$ cat config.mk
export PLATFORM = sky130hd
export DESIGN_NAME = xbar_search_rd
export DESIGN_NICKNAME = d
export VERILOG_FILES = /design/src/rtl/xbar_search_pkg.sv /design/src/rtl/xbar_worklist.sv /design/src/rtl/xbar_bitmap.sv /design/src/rtl/xbar_seg_gen.sv /design/src/rtl/xbar_search_rd.sv
export SDC_FILE = /design/constraint.sdc
export NUM_CORES = 1
export LEC_CHECK = 0
export BUFFER_PORTS_ARGS = -buffer_cell sky130_fd_sc_hd__buf_2
export CAP_MARGIN = 20
export CELL_PAD_IN_SITES_DETAIL_PLACEMENT = 2
export CELL_PAD_IN_SITES_GLOBAL_PLACEMENT = 2
export CORE_ASPECT_RATIO = 1.2
export CORE_MARGIN = 8
export CORE_UTILIZATION = 45
export CTS_CLUSTER_DIAMETER = 100
export DETAILED_ROUTE_END_ITERATION = 7
export PLACE_DENSITY_LB_ADDON = 0.1
export SKIP_LAST_GASP = 1
export SLEW_MARGIN = 20
export SYNTH_ARGS = -nofsm -noshare
export SYNTH_HDL_FRONTEND = slang
export SYNTH_SLANG_ARGS = --single-unit
$ cat constraint.sdc
create_clock -name clk_i -period 8.5 [get_ports clk_i]
set_clock_uncertainty 0.2 [all_clocks]
set_input_delay 0.85 -clock clk_i [delete_from_list [all_inputs] [get_ports clk_i]]
set_output_delay 0.85 -clock clk_i [all_outputs]
set_load 0.1 [all_outputs]
$ cat src/rtl/xbar_search_pkg.sv
package xbar_search_pkg;
  typedef enum logic [2:0] {
    ST_IDLE,
    ST_H_DRV,
    ST_H_WAIT,
    ST_U_DRV,
    ST_U_WAIT,
    ST_L_DRV,
    ST_L_WAIT
  } st_e;

  localparam logic DIR_ROWS = 1'b0;
  localparam logic DIR_COLS = 1'b1;
endpackage

$ cat src/rtl/xbar_worklist.sv
module xbar_worklist #(
  parameter int EW    = 10,
  parameter int DEPTH = 12,
  localparam int CNTW = $clog2(DEPTH + 1)
) (
  input  logic            clk_i,
  input  logic            rst_ni,
  input  logic            clr_i,
  input  logic            pop_i,
  input  logic            push_a_i,
  input  logic [EW-1:0]   push_a_d_i,
  input  logic            push_b_i,
  input  logic [EW-1:0]   push_b_d_i,
  output logic [EW-1:0]   top_o,
  output logic [CNTW-1:0] cnt_o
);
  logic [EW-1:0]   mem [DEPTH];
  logic [CNTW-1:0] sp, base, idx_a, idx_b;

  always_comb begin
    if (clr_i)                      base = '0;
    else if (pop_i && sp != '0)     base = sp - 1'b1;
    else                            base = sp;
    idx_a = base;
    idx_b = base + CNTW'(push_a_i);
  end

  always_ff @(posedge clk_i or negedge rst_ni) begin
    if (!rst_ni) sp <= '0;
    else         sp <= base + CNTW'(push_a_i) + CNTW'(push_b_i);
  end

  always_ff @(posedge clk_i) begin
    if (push_a_i && idx_a < CNTW'(DEPTH)) mem[idx_a] <= push_a_d_i;
    if (push_b_i && idx_b < CNTW'(DEPTH)) mem[idx_b] <= push_b_d_i;
  end

  assign top_o = (sp == '0) ? '0 : mem[sp - 1'b1];
  assign cnt_o = sp;
endmodule

$ cat src/rtl/xbar_bitmap.sv
module xbar_bitmap #(
  parameter int N  = 8,
  localparam int CW = $clog2(N)
) (
  input  logic          clk_i,
  input  logic          rst_ni,
  input  logic          clr_i,
  input  logic          we_a_i,
  input  logic [CW-1:0] row_a_i,
  input  logic [CW-1:0] col_a_i,
  input  logic          bit_a_i,
  input  logic          we_b_i,
  input  logic [CW-1:0] row_b_i,
  input  logic [CW-1:0] col_b_i,
  input  logic          bit_b_i,
  input  logic [CW-1:0] rd_row_i,
  output logic [N-1:0]  rd_data_o
);
  logic [N-1:0] rows_q [N];

  always_ff @(posedge clk_i or negedge rst_ni) begin
    if (!rst_ni) begin
      for (int r = 0; r < N; r++) rows_q[r] <= '0;
    end else if (clr_i) begin
      for (int r = 0; r < N; r++) rows_q[r] <= '0;
    end else begin
      if (we_a_i) rows_q[row_a_i][col_a_i] <= bit_a_i;
      if (we_b_i) rows_q[row_b_i][col_b_i] <= bit_b_i;
    end
  end

  assign rd_data_o = rows_q[rd_row_i];
endmodule

$ cat src/rtl/xbar_seg_gen.sv
module xbar_seg_gen
  import xbar_search_pkg::*;
#(
  parameter int CW = 3,
  localparam int SW = CW + 1
) (
  input  st_e           st_i,
  input  logic [CW-1:0] reg_row_i,
  input  logic [CW-1:0] reg_col_i,
  input  logic [SW-1:0] reg_size_i,
  output logic          valid_o,
  output logic          dir_o,
  output logic [CW-1:0] a_row_o,
  output logic [CW-1:0] a_col_o,
  output logic [SW-1:0] a_h_o,
  output logic [SW-1:0] a_w_o,
  output logic [CW-1:0] b_row_o,
  output logic [CW-1:0] b_col_o,
  output logic [SW-1:0] b_h_o,
  output logic [SW-1:0] b_w_o
);
  logic [CW-1:0] half_c;
  logic [SW-1:0] half_s;

  assign half_c = reg_size_i[SW-1:1];
  assign half_s = {1'b0, half_c};

  always_comb begin
    valid_o = 1'b0;
    dir_o   = DIR_ROWS;
    a_row_o = '0; a_col_o = '0; a_h_o = '0; a_w_o = '0;
    b_row_o = '0; b_col_o = '0; b_h_o = '0; b_w_o = '0;
    unique case (st_i)
      ST_H_DRV: begin
        valid_o = 1'b1;
        a_row_o = reg_row_i;          a_col_o = reg_col_i;
        b_row_o = reg_row_i + half_c; b_col_o = reg_col_i;
        a_h_o = half_s; a_w_o = reg_size_i;
        b_h_o = half_s; b_w_o = reg_size_i;
      end
      ST_U_DRV, ST_L_DRV: begin
        valid_o = 1'b1;
        dir_o   = DIR_COLS;
        a_row_o = (st_i == ST_L_DRV) ? reg_row_i + half_c : reg_row_i;
        b_row_o = a_row_o;
        a_col_o = reg_col_i;
        b_col_o = reg_col_i + half_c;
        a_h_o = half_s; a_w_o = half_s;
        b_h_o = half_s; b_w_o = half_s;
      end
      default: ;
    endcase
  end
endmodule

$ cat src/rtl/xbar_search_rd.sv
module xbar_search_rd
  import xbar_search_pkg::*;
#(
  parameter int N = 8,
  localparam int CW    = $clog2(N),
  localparam int SW    = CW + 1,
  localparam int EW    = 2 * CW + SW,
  localparam int DEPTH = 4 * CW,
  localparam int CNTW  = $clog2(DEPTH + 1)
) (
  input  logic          clk_i,
  input  logic          rst_ni,
  input  logic          start_i,
  output logic          busy_o,
  output logic          done_o,
  output logic          seg_valid_o,
  output logic          seg_dir_o,
  output logic [CW-1:0] seg_a_row_o,
  output logic [CW-1:0] seg_a_col_o,
  output logic [SW-1:0] seg_a_h_o,
  output logic [SW-1:0] seg_a_w_o,
  output logic [CW-1:0] seg_b_row_o,
  output logic [CW-1:0] seg_b_col_o,
  output logic [SW-1:0] seg_b_h_o,
  output logic [SW-1:0] seg_b_w_o,
  input  logic          det_a_i,
  input  logic          det_b_i,
  input  logic [CW-1:0] rd_row_i,
  output logic [N-1:0]  rd_data_o
);
  st_e st_q, st_d;
  logic [CW-1:0] cur_row, cur_col;
  logic [SW-1:0] cur_size;
  logic          lo_hit_q, done_q;

  logic [EW-1:0]   wl_top, push_a_d, push_b_d;
  logic [CNTW-1:0] wl_cnt;
  logic            start_ok, in_vwait, leaf, push_a, push_b, empty_after, finish;
  logic [CW-1:0]   half_c, q_row, top_row, top_col;
  logic [SW-1:0]   top_size;
  logic [CW-1:0]   g_row, g_col;
  logic [SW-1:0]   g_size;

  assign top_row  = wl_top[EW-1 -: CW];
  assign top_col  = wl_top[SW +: CW];
  assign top_size = wl_top[SW-1:0];

  assign start_ok = (st_q == ST_IDLE) && start_i;
  assign in_vwait = (st_q == ST_U_WAIT) || (st_q == ST_L_WAIT);
  assign half_c   = cur_size[SW-1:1];
  assign leaf     = (cur_size == SW'(2));
  assign q_row    = (st_q == ST_L_WAIT) ? cur_row + half_c : cur_row;

  assign push_a   = start_ok || (in_vwait && !leaf && det_a_i);
  assign push_b   = in_vwait && !leaf && det_b_i;
  assign push_a_d = start_ok ? {CW'(0), CW'(0), SW'(N)} : {q_row, cur_col, 1'b0, half_c};
  assign push_b_d = {q_row, cur_col + half_c, 1'b0, half_c};
  assign empty_after = (wl_cnt == '0) && !push_a && !push_b;

  xbar_worklist #(.EW(EW), .DEPTH(DEPTH)) i_worklist (
    .clk_i     (clk_i),
    .rst_ni    (rst_ni),
    .clr_i     (start_ok),
    .pop_i     (st_q == ST_H_DRV),
    .push_a_i  (push_a),
    .push_a_d_i(push_a_d),
    .push_b_i  (push_b),
    .push_b_d_i(push_b_d),
    .top_o     (wl_top),
    .cnt_o     (wl_cnt)
  );

  xbar_bitmap #(.N(N)) i_bitmap (
    .clk_i    (clk_i),
    .rst_ni   (rst_ni),
    .clr_i    (start_ok),
    .we_a_i   (in_vwait && leaf),
    .row_a_i  (q_row),
    .col_a_i  (cur_col),
    .bit_a_i  (det_a_i),
    .we_b_i   (in_vwait && leaf),
    .row_b_i  (q_row),
    .col_b_i  (cur_col + half_c),
    .bit_b_i  (det_b_i),
    .rd_row_i (rd_row_i),
    .rd_data_o(rd_data_o)
  );

  // H_DRV works on the entry still on top of the list; later phases on the latched region
  assign g_row  = (st_q == ST_H_DRV) ? top_row  : cur_row;
  assign g_col  = (st_q == ST_H_DRV) ? top_col  : cur_col;
  assign g_size = (st_q == ST_H_DRV) ? top_size : cur_size;

  xbar_seg_gen #(.CW(CW)) i_seg_gen (
    .st_i      (st_q),
    .reg_row_i (g_row),
    .reg_col_i (g_col),
    .reg_size_i(g_size),
    .valid_o   (seg_valid_o),
    .dir_o     (seg_dir_o),
    .a_row_o   (seg_a_row_o),
    .a_col_o   (seg_a_col_o),
    .a_h_o     (seg_a_h_o),
    .a_w_o     (seg_a_w_o),
    .b_row_o   (seg_b_row_o),
    .b_col_o   (seg_b_col_o),
    .b_h_o     (seg_b_h_o),
    .b_w_o     (seg_b_w_o)
  );

  always_comb begin
    st_d   = st_q;
    finish = 1'b0;
    unique case (st_q)
      ST_IDLE:   if (start_i) st_d = ST_H_DRV;
      ST_H_DRV:  st_d = ST_H_WAIT;
      ST_H_WAIT: begin
        if (det_a_i)          st_d = ST_U_DRV;
        else if (det_b_i)     st_d = ST_L_DRV;
        else if (empty_after) finish = 1'b1;
        else                  st_d = ST_H_DRV;
      end
      ST_U_DRV:  st_d = ST_U_WAIT;
      ST_U_WAIT: begin
        if (lo_hit_q)         st_d = ST_L_DRV;
        else if (empty_after) finish = 1'b1;
        else                  st_d = ST_H_DRV;
      end
      ST_L_DRV:  st_d = ST_L_WAIT;
      ST_L_WAIT: begin
        if (empty_after)      finish = 1'b1;
        else                  st_d = ST_H_DRV;
      end
      default:   st_d = ST_IDLE;
    endcase
    if (finish) st_d = ST_IDLE;
  end

  always_ff @(posedge clk_i or negedge rst_ni) begin
    if (!rst_ni) begin
      st_q     <= ST_IDLE;
      cur_row  <= '0;
      cur_col  <= '0;
      cur_size <= '0;
      lo_hit_q <= 1'b0;
      done_q   <= 1'b0;
    end else begin
      st_q   <= st_d;
      done_q <= finish;
      if (st_q == ST_H_DRV) begin
        cur_row  <= top_row;
        cur_col  <= top_col;
        cur_size <= top_size;
      end
      if (st_q == ST_H_WAIT) lo_hit_q <= det_b_i;
    end
  end

  assign busy_o = (st_q != ST_IDLE);
  assign done_o = done_q;
endmodule

==> summary.txt <==
reg-to-reg slack, setup: 2.69 ns
minimum clock period: 6.82 ns
RSZ-0062 raised after global routing: no
Finished Layout Cells: 1355
most common cell after layout, fill and taps aside: edfxtp_1
Synth async-reset ratio: 40.9%
most frequent cells in the layout: edfxtp_1 (108), nor2_1 (104), a21oi_1 (85)
Synth area leaders: edfxtp_1 (29%), dfrtp_1 (19%), mux4_2 (9.3%)
CTS sink count: 203
DRT iter0 DRCs: 569
WP data arrival: 5.77 ns
Sum Neg Setup Slack: 0 ns
hold-fix buffers at CTS: 0
via density per instance: 6.44
first-pass GRT wire length: 61400 um
Chip Width: 159 um
total congestion overflow: 0
number of synthesized flops with an enable pin: 108
largest buffer count on any clock path: 3
YS warnings: 0
Max-slew headroom: 30.7%
Max Slew Vio Count: 0
CP bufs+invs: 4
Reg clk slew, reported paths: 0.07 ns
design area: 12400 sq um
cell area after synthesis: 11100 sq um
register area: 5560 sq um
nature of the critical path endpoint: primary output
sequential element share of the synthesized area: 50.0%
number of global-route vias before repair: 9656
PnR worst setup slack: 1.68 ns
post-layout util: 50.7%
Fill cells: 2453
cells along the critical path: buf_4 -> inv_1 -> ha_1 -> buf_4 -> mux4_2 -> mux2i_1 -> a211oi_1 -> a21o_1 -> ha_1 -> fa_1 -> xor2_1 -> xnor2_1 -> o21ai_0 -> and2_1 -> buf_2
P&R area growth vs syn: 11.8%
Tot Pwr: 5.47 mW
largest net degree at the start of global routing: 65
Initial Util: 45.3%
Setup Buffers After CTS: 0
antenna cell count: 0
Synth area leader: edfxtp_1
# IOs: 48
Crit-path slowest cell: ha_1
worst reg2reg path startpoint: i_worklist.cnt_o[0]
final wirelength: 39900 um
run status: complete, but fails checks
Die ar.: 30000 sq um
die height: 188 um
peak supply drop: 173 uV
hold slack: -0.00180 ns
Post-Place Cells: 1315
hold crit path type: in2async
WL/cell: 29.5 um
cts repair resizes: 0
Multi-input gate area: 5160 sq um
CP required: 7.45 ns
Top delay family on crit path: buffers and inverters
H-tree depth: 1
crit-path max FO: 36
layout cells sized above 1: 18.9%
crit path launch type: flop
Post-DRT Antenna Nets: 0
Yosys top cell area share: 29.2%
Synth Flop Type: edfxtp_1
final setup vio count: 0
final hold vios: 1
Least-Margin Pin Slew: 1.04 ns
Pleak: 4.71 nW
Core Area: 24500 sq um
via count: 8722
CTS tree: yes
register bit count reported by yosys: 203
r2r worst-path depth: 12
quantity of I/O buffers inserted on ports: 45
Avg Cell Area, Syn: 11.1 sq um
clock insertion delay at the later pin of the skew report: 0.52 ns
Num CTS Buffers: 22
power density over the cells: 440 nW/um^2
First-pass DRT Iterations: 5
RR Endpoint: i_worklist.mem[1][4]
routability-driven placement congestion ratio: 0.888
slowest stage delay, CP: 0.91 ns
dpl cell area: 11600 sq um
Place WS: 2.36 ns
post-detail-place hpwl: 28400 um
Overall Global Routing Usage: 26.6%
crit path kind: reg2out
fin crit share: 80.2%
row cnt: 63
number of library cell types mapped by synthesis: 75
cells after synthesis: 1001
CTS root buf: clkbuf_16
failing checks: negative hold slack
Max-Cap Viols: 0
initial antenna violation count: 1
Achievable Freq: 147 MHz
Residual DRC: 0
Final nets: 1035
kinds of logic after synthesis:
kind of cell             synth area share (%)
buffers and inverters                    4.16
multiplexers                             11.1
other                                  0.0337
AO/OA/AOI/OAI                            18.4
XOR/XNOR                                 1.54
flip-flops                               50.0
AND/OR/NAND/NOR                          13.0
adder cells (fa/ha/maj)                  1.73
flip-flops by register name, indices dropped and copies added (netlist names):
name / flops
lo_hit_q: 1
i_bitmap.rows_q: 64
st_q: 3
cur_col: 3
done_o: 1
cur_row: 3
i_worklist.cnt_o: 4
cur_size: 4
i_worklist.mem: 120
cell usage after synthesis (4+ instances only):
master       n
a211oi_1    72
a21o_1      14
a21oi_1     85
a22o_1       6
a31oi_1      9
and2_1      20
and3_1       7
buf_1        7
buf_2       10
buf_4        9
clkbuf_1    57
dfrtp_1     83
dfxtp_1     12
edfxtp_1   108
fa_1         4
ha_1         9
inv_1       27
mux2_2       8
mux2i_1      9
mux4_2      46
nand2_1     57
nand2b_1     5
nand3_1     21
nor2_1     104
nor2b_1     28
nor3_1      12
nor4_1       5
o211ai_1     5
o21ai_0     37
o22ai_1     18
o2bb2ai_1    4
o31ai_1      5
o32ai_1     11
or3_1        8
xnor2_1     10
xor2_1       4
how the worst max path moves through the flow:
stage	start	to	slack (ns)	depth (start not counted)
finish	i_worklist.cnt_o[0]	seg_b_row_o[2]	1.68	15
global route	i_worklist.cnt_o[0]	seg_b_row_o[2]	1.35	15
CTS	i_worklist.cnt_o[0]	seg_b_row_o[2]	1.62	15
detailed placement	i_worklist.cnt_o[0]	seg_b_row_o[2]	2.36	15
global placement	i_worklist.cnt_o[0]	seg_b_row_o[2]	2.54	15
floorplan	i_worklist.cnt_o[0]	seg_a_row_o[2]	0.60	11
worst register-to-register path, cell delays in order, from the launching register on:
cell and delay (ns):
dfrtp_2 0.35, buf_4 0.54, inv_1 0.25, ha_1 0.91
buf_4 0.39, a211o_1 0.38, inv_1 0.14, ha_1 0.45
nand3b_1 0.42, nor2_1 0.11, o21ai_0 0.18, a21boi_1 0.69
inv_1 0.45
metal layers:
layer	up-vias	wire length [um]	track usage [%]	part of all wire, %
met1	4532	14700	29.8	37
li1	3791	-	-	-
met3	110	2080	4.21	5.2
met2	287	21300	48.8	53
met4	2	1810	11.8	4.5
met5	-	13	0	0.033
report_power, final:
part	switching, mW	internal (mW)
clock	0.411	0.612
sequential	0.184	1.15
combinational	2.33	0.783
total	2.93	2.54
cell type report:
| class | count | area share, % |
|---|---|---|
| clock buffer | 34 | 5.46 |
| sequential | 203 | 44.8 |
| inverter | 28 | 0.846 |
| clock inverter | 6 | 0.735 |
| tap | 325 | 3.27 |
| multi-input combinational | 688 | 41.5 |
| timing repair buffer | 71 | 3.40 |
No activity file was read; power rests on OpenSTA's default activity.
